--- src/rtl/irq_mirror_pkg.sv ---
package irq_mirror_pkg;

  localparam int NUM_CH = 2;

  // byte addresses in the configuration space
  localparam logic [7:0] OFS_LEG0 = 8'h50;
  localparam logic [7:0] OFS_CHEN = 8'h51;
  localparam logic [7:0] OFS_LEG1 = 8'h57;
  localparam logic [7:0] OFS_MODE = 8'h71;

  // field positions inside the shared mode byte
  localparam int MODE_PEND_LSB = 2;
  localparam int MODE_BLK_LSB  = 4;

  // channel-enable reset pattern
  localparam logic [7:0] CHEN_PRI = 8'h04;
  localparam logic [7:0] CHEN_SEC = 8'h08;

  function automatic logic [7:0] leg_ofs(input int ch);
    return (ch == 0) ? OFS_LEG0 : OFS_LEG1;
  endfunction

  function automatic int leg_bit(input int ch);
    return (ch == 0) ? 2 : 4;
  endfunction

endpackage

--- src/rtl/irq_cfg_decode.sv ---
module irq_cfg_decode
  import irq_mirror_pkg::*;
#(
  parameter int ADDR_W = 8,
  parameter int LANES  = 4,
  localparam int LANE_W = $clog2(LANES),
  localparam int IDX_W  = ADDR_W - LANE_W
) (
  input  logic                 wr_en,
  input  logic [IDX_W-1:0]     dw_addr,
  input  logic [LANES-1:0]     be,
  input  logic [8*LANES-1:0]   wdata,
  output logic [NUM_CH-1:0]    leg_touch,
  output logic [NUM_CH-1:0]    leg_clr,
  output logic                 mode_touch,
  output logic [NUM_CH-1:0]    mode_clr
);

  logic [NUM_CH-1:0] lane_leg_touch [LANES];
  logic [NUM_CH-1:0] lane_leg_clr   [LANES];
  logic [NUM_CH-1:0] lane_mode_clr  [LANES];
  logic [LANES-1:0]  lane_mode_touch;

  for (genvar ln = 0; ln < LANES; ln++) begin : g_lane
    logic [ADDR_W-1:0] byte_addr;
    logic [7:0]        lane_data;
    logic              lane_act;

    assign byte_addr = {dw_addr, LANE_W'(ln)};
    assign lane_data = wdata[8*ln +: 8];
    assign lane_act  = wr_en & be[ln];
    assign lane_mode_touch[ln] = lane_act && (byte_addr == ADDR_W'(OFS_MODE));

    for (genvar ch = 0; ch < NUM_CH; ch++) begin : g_ch
      assign lane_leg_touch[ln][ch] = lane_act && (byte_addr == ADDR_W'(leg_ofs(ch)));
      assign lane_leg_clr[ln][ch]   = lane_leg_touch[ln][ch] &&
                                      (|(lane_data & (8'd1 << leg_bit(ch))));
      assign lane_mode_clr[ln][ch]  = lane_mode_touch[ln] &&
                                      (|(lane_data & (8'd1 << (MODE_PEND_LSB + ch))));
    end
  end

  always_comb begin
    leg_touch  = '0;
    leg_clr    = '0;
    mode_clr   = '0;
    mode_touch = |lane_mode_touch;
    for (int ln = 0; ln < LANES; ln++) begin
      leg_touch = leg_touch | lane_leg_touch[ln];
      leg_clr   = leg_clr   | lane_leg_clr[ln];
      mode_clr  = mode_clr  | lane_mode_clr[ln];
    end
  end

endmodule

--- src/rtl/irq_chan_pending.sv ---
module irq_chan_pending (
  input  logic clk,
  input  logic rst_n,
  input  logic level,
  input  logic leg_touch,
  input  logic leg_clr,
  input  logic mode_touch,
  input  logic mode_clr,
  output logic leg_q,
  output logic mode_q,
  output logic pend_n
);

  logic prev_q;
  logic rise, fall, upd;
  logic leg_d, mode_d;

  assign rise = level & ~prev_q;
  assign fall = ~level & prev_q;
  assign upd  = leg_touch | mode_touch | rise | fall;

  // write side first, then sync, then the level event (level wins)
  always_comb begin
    leg_d  = leg_q;
    mode_d = mode_q;
    if (leg_touch) begin
      if (leg_clr) leg_d = 1'b0;
      mode_d = leg_d;
    end
    if (mode_touch) begin
      if (mode_clr) mode_d = 1'b0;
      leg_d = mode_d;
    end
    if (rise) begin
      leg_d  = 1'b1;
      mode_d = 1'b1;
    end else if (fall) begin
      leg_d  = 1'b0;
      mode_d = 1'b0;
    end
    pend_n = upd ? mode_d : mode_q;
  end

  always_ff @(posedge clk or negedge rst_n) begin
    if (!rst_n) begin
      prev_q <= 1'b0;
      leg_q  <= 1'b0;
      mode_q <= 1'b0;
    end else begin
      prev_q <= level;
      if (upd) begin
        leg_q  <= leg_d;
        mode_q <= mode_d;
      end
    end
  end

  AST_COPIES_MATCH: assert property (@(posedge clk) disable iff (!rst_n)
    leg_q == mode_q);
  AST_RISE_SETS: assert property (@(posedge clk) disable iff (!rst_n)
    (level && !prev_q) |=> mode_q);
  AST_FALL_CLEARS: assert property (@(posedge clk) disable iff (!rst_n)
    (!level && prev_q) |=> !mode_q);
  AST_CLR_NO_EDGE: assert property (@(posedge clk) disable iff (!rst_n)
    ((leg_clr || mode_clr) && (level == prev_q)) |=> !mode_q);
  AST_IDLE_HOLDS: assert property (@(posedge clk) disable iff (!rst_n)
    (!leg_clr && !mode_clr && (level == prev_q)) |=> $stable(mode_q));

endmodule

--- src/rtl/irq_combine.sv ---
module irq_combine #(
  parameter int NUM_CH = 2
) (
  input  logic              clk,
  input  logic              rst_n,
  input  logic [NUM_CH-1:0] pend_n,
  input  logic [NUM_CH-1:0] blk_n,
  output logic              irq_q
);

  logic irq_d;

  always_comb irq_d = |(pend_n & ~blk_n);

  always_ff @(posedge clk or negedge rst_n) begin
    if (!rst_n) irq_q <= 1'b0;
    else        irq_q <= irq_d;
  end

endmodule

--- src/rtl/irq_mirror_top.sv ---
module irq_mirror_top
  import irq_mirror_pkg::*;
#(
  parameter int ADDR_W       = 8,
  parameter int LANES        = 4,
  parameter bit SECONDARY_EN = 1'b0,
  localparam int LANE_W = $clog2(LANES),
  localparam int IDX_W  = ADDR_W - LANE_W
) (
  input  logic                clk,
  input  logic                rst_n,
  input  logic [NUM_CH-1:0]   chan_level,
  input  logic                cfg_wr_en,
  input  logic [IDX_W-1:0]    cfg_dw_addr,
  input  logic [LANES-1:0]    cfg_be,
  input  logic [8*LANES-1:0]  cfg_wdata,
  input  logic                side_wr_en,
  input  logic [NUM_CH-1:0]   side_blk,
  output logic [7:0]          leg0_rd,
  output logic [7:0]          leg1_rd,
  output logic [7:0]          mode_rd,
  output logic [7:0]          chen_rd,
  output logic                irq_o
);

  localparam logic [7:0] CHEN_RST = CHEN_PRI | (SECONDARY_EN ? CHEN_SEC : 8'h00);

  // reset: asynchronous assert, synchronous release
  logic [1:0] rst_pipe_q;
  logic       rst_int_n;

  always_ff @(posedge clk or negedge rst_n) begin
    if (!rst_n) rst_pipe_q <= 2'b00;
    else        rst_pipe_q <= {rst_pipe_q[0], 1'b1};
  end
  assign rst_int_n = rst_pipe_q[1];

  // configuration lane decode
  logic [NUM_CH-1:0] leg_touch, leg_clr, mode_clr;
  logic              cfg_mode_touch;

  irq_cfg_decode #(.ADDR_W(ADDR_W), .LANES(LANES)) u_dec (
    .wr_en      (cfg_wr_en),
    .dw_addr    (cfg_dw_addr),
    .be         (cfg_be),
    .wdata      (cfg_wdata),
    .leg_touch  (leg_touch),
    .leg_clr    (leg_clr),
    .mode_touch (cfg_mode_touch),
    .mode_clr   (mode_clr)
  );

  // block bits, loaded only from the side port
  logic [NUM_CH-1:0] blk_q, blk_d;

  always_comb blk_d = side_wr_en ? side_blk : blk_q;

  always_ff @(posedge clk or negedge rst_int_n) begin
    if (!rst_int_n)      blk_q <= '0;
    else if (side_wr_en) blk_q <= blk_d;
  end

  // channel-enable byte, fixed after reset
  logic [7:0] chen_q;

  always_ff @(posedge clk or negedge rst_int_n) begin
    if (!rst_int_n) chen_q <= CHEN_RST;
    else            chen_q <= chen_q;
  end

  // per-channel pending copies
  logic [NUM_CH-1:0] leg_q, mode_q, pend_n;

  for (genvar ch = 0; ch < NUM_CH; ch++) begin : g_chan
    irq_chan_pending u_pend (
      .clk        (clk),
      .rst_n      (rst_int_n),
      .level      (chan_level[ch]),
      .leg_touch  (leg_touch[ch]),
      .leg_clr    (leg_clr[ch]),
      .mode_touch (cfg_mode_touch | side_wr_en),
      .mode_clr   (mode_clr[ch]),
      .leg_q      (leg_q[ch]),
      .mode_q     (mode_q[ch]),
      .pend_n     (pend_n[ch])
    );
  end

  irq_combine #(.NUM_CH(NUM_CH)) u_irq (
    .clk    (clk),
    .rst_n  (rst_int_n),
    .pend_n (pend_n),
    .blk_n  (blk_d),
    .irq_q  (irq_o)
  );

  // read-back assembly
  always_comb begin
    leg0_rd = 8'(leg_q[0]) << leg_bit(0);
    leg1_rd = 8'(leg_q[1]) << leg_bit(1);
    mode_rd = (8'(mode_q) << MODE_PEND_LSB) | (8'(blk_q) << MODE_BLK_LSB);
    chen_rd = chen_q;
  end

  AST_IRQ_MATCH: assert property (@(posedge clk) disable iff (!rst_int_n)
    irq_o == |(mode_q & ~blk_q));
  AST_BLK_CFG_IGNORED: assert property (@(posedge clk) disable iff (!rst_int_n)
    !side_wr_en |=> $stable(blk_q));
  AST_BLK_LOAD: assert property (@(posedge clk) disable iff (!rst_int_n)
    side_wr_en |=> (blk_q == $past(side_blk)));
  AST_CHEN_HELD: assert property (@(posedge clk) disable iff (!rst_int_n)
    1'b1 |=> $stable(chen_q));

endmodule

--- config.mk ---
export PLATFORM = sky130hd
export DESIGN_NAME = irq_mirror_top
export DESIGN_NICKNAME = d
export VERILOG_FILES = /design/src/rtl/irq_mirror_pkg.sv /design/src/rtl/irq_cfg_decode.sv /design/src/rtl/irq_chan_pending.sv /design/src/rtl/irq_combine.sv /design/src/rtl/irq_mirror_top.sv
export SDC_FILE = /design/constraint.sdc
export NUM_CORES = 1
export LEC_CHECK = 0
export CORE_MARGIN = 1
export CORE_UTILIZATION = 30
export CTS_CLUSTER_SIZE = 8
export DETAILED_ROUTE_END_ITERATION = 10
export PLACE_DENSITY_LB_ADDON = 0.1
export SKIP_CTS_REPAIR_TIMING = 1
export SYNTH_ARGS = -nofsm -noshare
export SYNTH_HDL_FRONTEND = slang
export SYNTH_HIERARCHICAL = 1
export SYNTH_SLANG_ARGS = --single-unit
export TNS_END_PERCENT = 50
--- constraint.sdc ---
create_clock -name clk -period 0.8 [get_ports clk]
set_input_delay 0.12 -clock clk [delete_from_list [all_inputs] [get_ports clk]]
set_output_delay 0.12 -clock clk [all_outputs]
set_load 0.05 [all_outputs]
# Word-level counts from Yosys, hierarchy flattened

Cells that the tools add are included.
Widths: inputs -> output; s select.

Word-level logic and storage cells: 70
Register bits: 11

Equality and inequality tests: 3
Muxes and demuxes: 23
Bitwise logic cells: 23
Reductions and logical operators: 12

Operators with widths:

| operator           | number |
|---|---|
| $mux 1             | 22 |
| $eq 6x5->1 const B | 3 |
| $reduce_bool 4->1  | 2 |
| $and 1x1->1        | 7 |
| $logic_and 1x1->1  | 7 |
| $or 1x1->1         | 7 |
| $or 4x6->6         | 1 |
| $not 1->1          | 4 |
| $or 1x2->2         | 2 |
| $reduce_and 2->1   | 2 |
| $and 2x2->2        | 1 |
| $mux 2             | 1 |
| $not 2->2          | 1 |
| $reduce_or 2->1    | 1 |

# Logic depth before layout (Yosys ltp)

Word-level depth: 13
Mapped depth: 7
Gate-level depth less buffers: 7

# Modules after synthesis

The synthesis kept the hierarchy.

By module, submodules not included:

| module           | seq. area each (um2) | instances | area each (um2) | cells an instance |
|---|---|---|---|---|
| irq_chan_pending | 75.1                 | 2         | 193.9           | 19 |
| irq_mirror_top   | 100.1                | 1         | 354.1           | 37 |
| irq_cfg_decode   | 0.0                  | 1         | 97.6            | 17 |
| irq_combine      | 25.0                 | 1         | 45.0            | 4 |

# Worst setup path before layout

Ideal clock, no wire load.

Kind: input port to flip-flop
Start: in cfg_dw_addr[5]
End: reg g_chan[0].u_pend.leg_q
Arrival time: 1.590 ns
Slack: -0.869 ns
Required time: 0.720 ns
Cell stages on the path: 6
Cells stage by stage: or4b_4 nor2_1 or2_2 or3b_1 a32o_1 a2bb2oi_1

Elaborated cells on any way between the ends: 21
Those cells by class: 2 x eq/ne; 7 x mux; 6 x bitwise; 6 x reduce/logical

RTL lines:

| what                                                 | line                                           | RTL |
|---|---|---|
| start: declaration                                   | irq_mirror_top.sv:14                           | `input logic [IDX_W-1:0] cfg_dw_addr,` |
| $eq 6x5->1 *                                         | irq_cfg_decode.sv:32                           | `assign lane_mode_touch[ln] = lane_act && (byte_addr == ADDR_W'(OFS_MODE));` |
| $logic_and 1x1->1 *                                  | irq_cfg_decode.sv:32                           |  |
| net cfg_mode_touch                                   | irq_mirror_top.sv:40                           | `logic cfg_mode_touch;` |
| $or 1x1->1 or $logic_and 1x1->1 (tied branches)      | irq_mirror_top.sv:81, irq_cfg_decode.sv:38     |  |
| $or 1x1->1 or $mux 1 (tied branches)                 | irq_chan_pending.sv:20, irq_chan_pending.sv:31 |  |
| $or 1x1->1 or $mux 1 (tied branches)                 | irq_chan_pending.sv:20, irq_chan_pending.sv:30 |  |
| $or 1x1->1 or $mux 1 (tied branches)                 | irq_chan_pending.sv:20, irq_chan_pending.sv:37 |  |
| $reduce_and 2->1 (no line) or $mux 1 (tied branches) | n/a                                            |  |
| end signal: assignment                               | irq_chan_pending.sv:52                         | `leg_q <= leg_d;` |
| end: declaration                                     | irq_chan_pending.sv:9                          | `output logic leg_q,` |

The timed path passes the listed nets; every way through them passes the cells marked *. The select of a mux whose other input is x is not followed.
A chain may end at the register's enable or synchronous reset.

# Worst setup path after layout

Start: in cfg_dw_addr[0]
End: reg g_chan[0].u_pend.leg_q

Same word-level chain as after synthesis.

==> run summary <==
number of max-slew violations in the final report: 0
RD Place Congestion: 0.719
initial antenna violation count: 0
asr flop ratio synth: 100%
via count: 820
clk_lat worst skew: 0.26 ns
chip width: 56.3 um
filler instances: 266
achievable frequency: 597 MHz
Die Area: 3170 sq um
final WL: 1.91 mm
period utilization: 209%
Post-Syn Area: 885 sq um
area of the core: 2780 sq um
Reg clk slew, reported paths: 0.06 ns
Post-Syn Area per Cell: 9.21 sq um
Top FF cell, synth: dfrtp_1
reg2reg setup slack: -0.78 ns
final setup margin: -0.876 ns
vias in the first global route: 717
first-pass GRT wire length: 2.90 mm
Worst EP arrival: 1.87 ns
Layout Skew: 0.00143 ns
Detailed Route Iter0 Violations: 18
largest area contributor in the netlist: dfrtp_1
post-synth top area share: 31.1%
all-layer global routing usage: 11.7%
Root Buffer: clkbuf_4
DP Cell Count: 169
CP startpoint kind: input port
# port buffers: 27
worst min-delay path class: reg -> async
fin cells: 182
1st-pass router iterations: 4
CTS tree: yes
maxcap violations: 0
P&R area growth vs syn: 69.3%
Tmin final: 1.68 ns
Clock Tree Buf Depth: 2
clock tree sinks: 11
WL/cell: 10.5 um
number of buffers created by CTS: 3
largest net degree at the start of global routing: 10
DPL Wire Length: 1.45 mm
endpoints failing setup: 13
initial core utilization: 31.8%
Antenna Cells: 0
crit path kind: in -> reg
synth warn: 6
drt drc: 0
Boundary Pins: 83
total gr overflow: 0
die extent in y: 56.3 um
unrepaired setup endpoints after global routing: yes
CP endpoint kind: flip-flop
Synth cell types: 25
multi-input logic area: 544 sq um
Max FO, Critical Path: 6
ranking of synthesized cells by area: dfrtp_1 31%, buf_4 22%, ha_1 5.7%, mux2_2 5.1%, inv_1 4.2%
Final nets: 206
pwr dens: 1470 nW/um^2
layout cells sized above 1: 37.1%
register cell area after layout: 275 sq um
Final ANT Viol Nets: 0
Yosys reg bits: 11
Final Hold Viols: 0
LEAKAGE: 0.000795 uW
status: finished with violations
post-route setup TNS: -5.29 ns
worst ir drop on vdd: 0.00117 V
Commonest cells post-synth: 26 x buf_4, 11 x dfrtp_1, 10 x inv_1, 5 x nor2_1
failing checks: negative setup slack
most frequent cell after synthesis: buf_4
WP data required: 0.99 ns
CTS HTree Levels: 1
sequential share of the synthesized area: 31.1%
Vias/cell: 4.51
post-synthesis cell count: 96
number of synthesized flops with an enable pin: 0
Placement Rows: 19
[worst paths after layout]
check	start	to	depth (start not counted)
min in group clk	side_wr_en	blk_q[0]$_DFFE_PN0P_	3
worst max register to register	g_chan[0].u_pend/prev_q$_DFF_PN0_	g_chan[0].u_pend/leg_q$_DFFE_PN0P_	4
worst max-delay path	cfg_dw_addr[0]	g_chan[0].u_pend/leg_q$_DFFE_PN0P_	8
worst min register to register	rst_pipe_q[1]$_DFF_PN0_	u_irq/irq_q$_DFF_PN0_	0
max in group asynchronous	rst_n	rst_pipe_q[1]$_DFF_PN0_	2
worst min-delay path	rst_pipe_q[1]$_DFF_PN0_	u_irq/irq_q$_DFF_PN0_	0
[routing by layer]
metal | vias to the layer above | global-route usage (%) | share of wire [%]
met5 | - | 0 | 0
met2 | 44 | 21.1 | 53
met1 | 382 | 12.9 | 38
li1 | 389 | - | -
met4 | 0 | 6.27 | 1.8
met3 | 5 | 2.07 | 7.1
[registers in the layout, summed over array words and instances, names as in the netlist]
name                  cells
blk_q                     2
g_chan.u_pend/leg_q       2
g_chan.u_pend/mode_q      2
g_chan.u_pend/prev_q      2
rst_pipe_q                2
u_irq/irq_q               1
[cell type report]
cell class	count	area share, %
Timing Repair Buffer	52	38.4
Multi-Input combinational cell	74	36.3
Tap cell	31	2.59
Inverter	10	2.51
Clock buffer	4	1.75
Sequential cell	11	18.4
[cell usage in the layout (no fill, tap or decap), types with 2 or more instances in the layout]
cell type,instances
or3b_1,2
inv_1,10
buf_6,8
clkdlybuf4s50_1,9
conb_1,27
buf_12,7
dlymetal6s2s_1,9
buf_4,17
nand3b_1,2
nand2_1,3
dfrtp_1,11
a21oi_1,2
o21bai_1,2
ha_1,4
nand4b_1,2
clkbuf_4,3
a221oi_2,2
mux2_2,4
nor2_1,3
or2_4,3
or4b_1,2
[worst max-delay path: stages]
cell	delay, ns
buf_6	0.09
or4b_4	0.58
nor2_2	0.13
or2_4	0.15
buf_6	0.10
or3b_1	0.34
a32o_1	0.21
a2bb2oi_1	0.14
[kinds of logic after synthesis]
| group | synth area share (%) |
|---|---|
| muxes | 5.09 |
| and+or+nand+nor | 20.5 |
| adders and majority gates | 5.66 |
| buffers and inverters | 26.3 |
| DFF | 31.1 |
| other | 0.849 |
| AOI/OAI and AO/OA | 10.5 |
[through the flow]
stage          hold WS, ns  instance area, sq um  worst slack [ns]  power, uW  utilization [%]
2_1_floorplan       -0.176                   981            -0.845       1370                -
3_3_place_gp         0.162                  1280             -1.36       1730             46.2
3_5_place_dp         0.170                  1280             -1.38       1740             46.2
4_1_cts            0.00542                  1310             -1.10       2120             47.1
5_1_grt              0.196                  1500            -0.897       2340             53.8
6_report             0.154                  1500            -0.876       2190             53.8
[power by group]
group / leakage (uW) / internal (uW) / switching [uW]
registers: 0.000126 / 614 / 54.9
clock network: 0.0000150 / 193 / 173
logic: 0.000653 / 522 / 638
No activity file was read; power rests on OpenSTA's default activity.
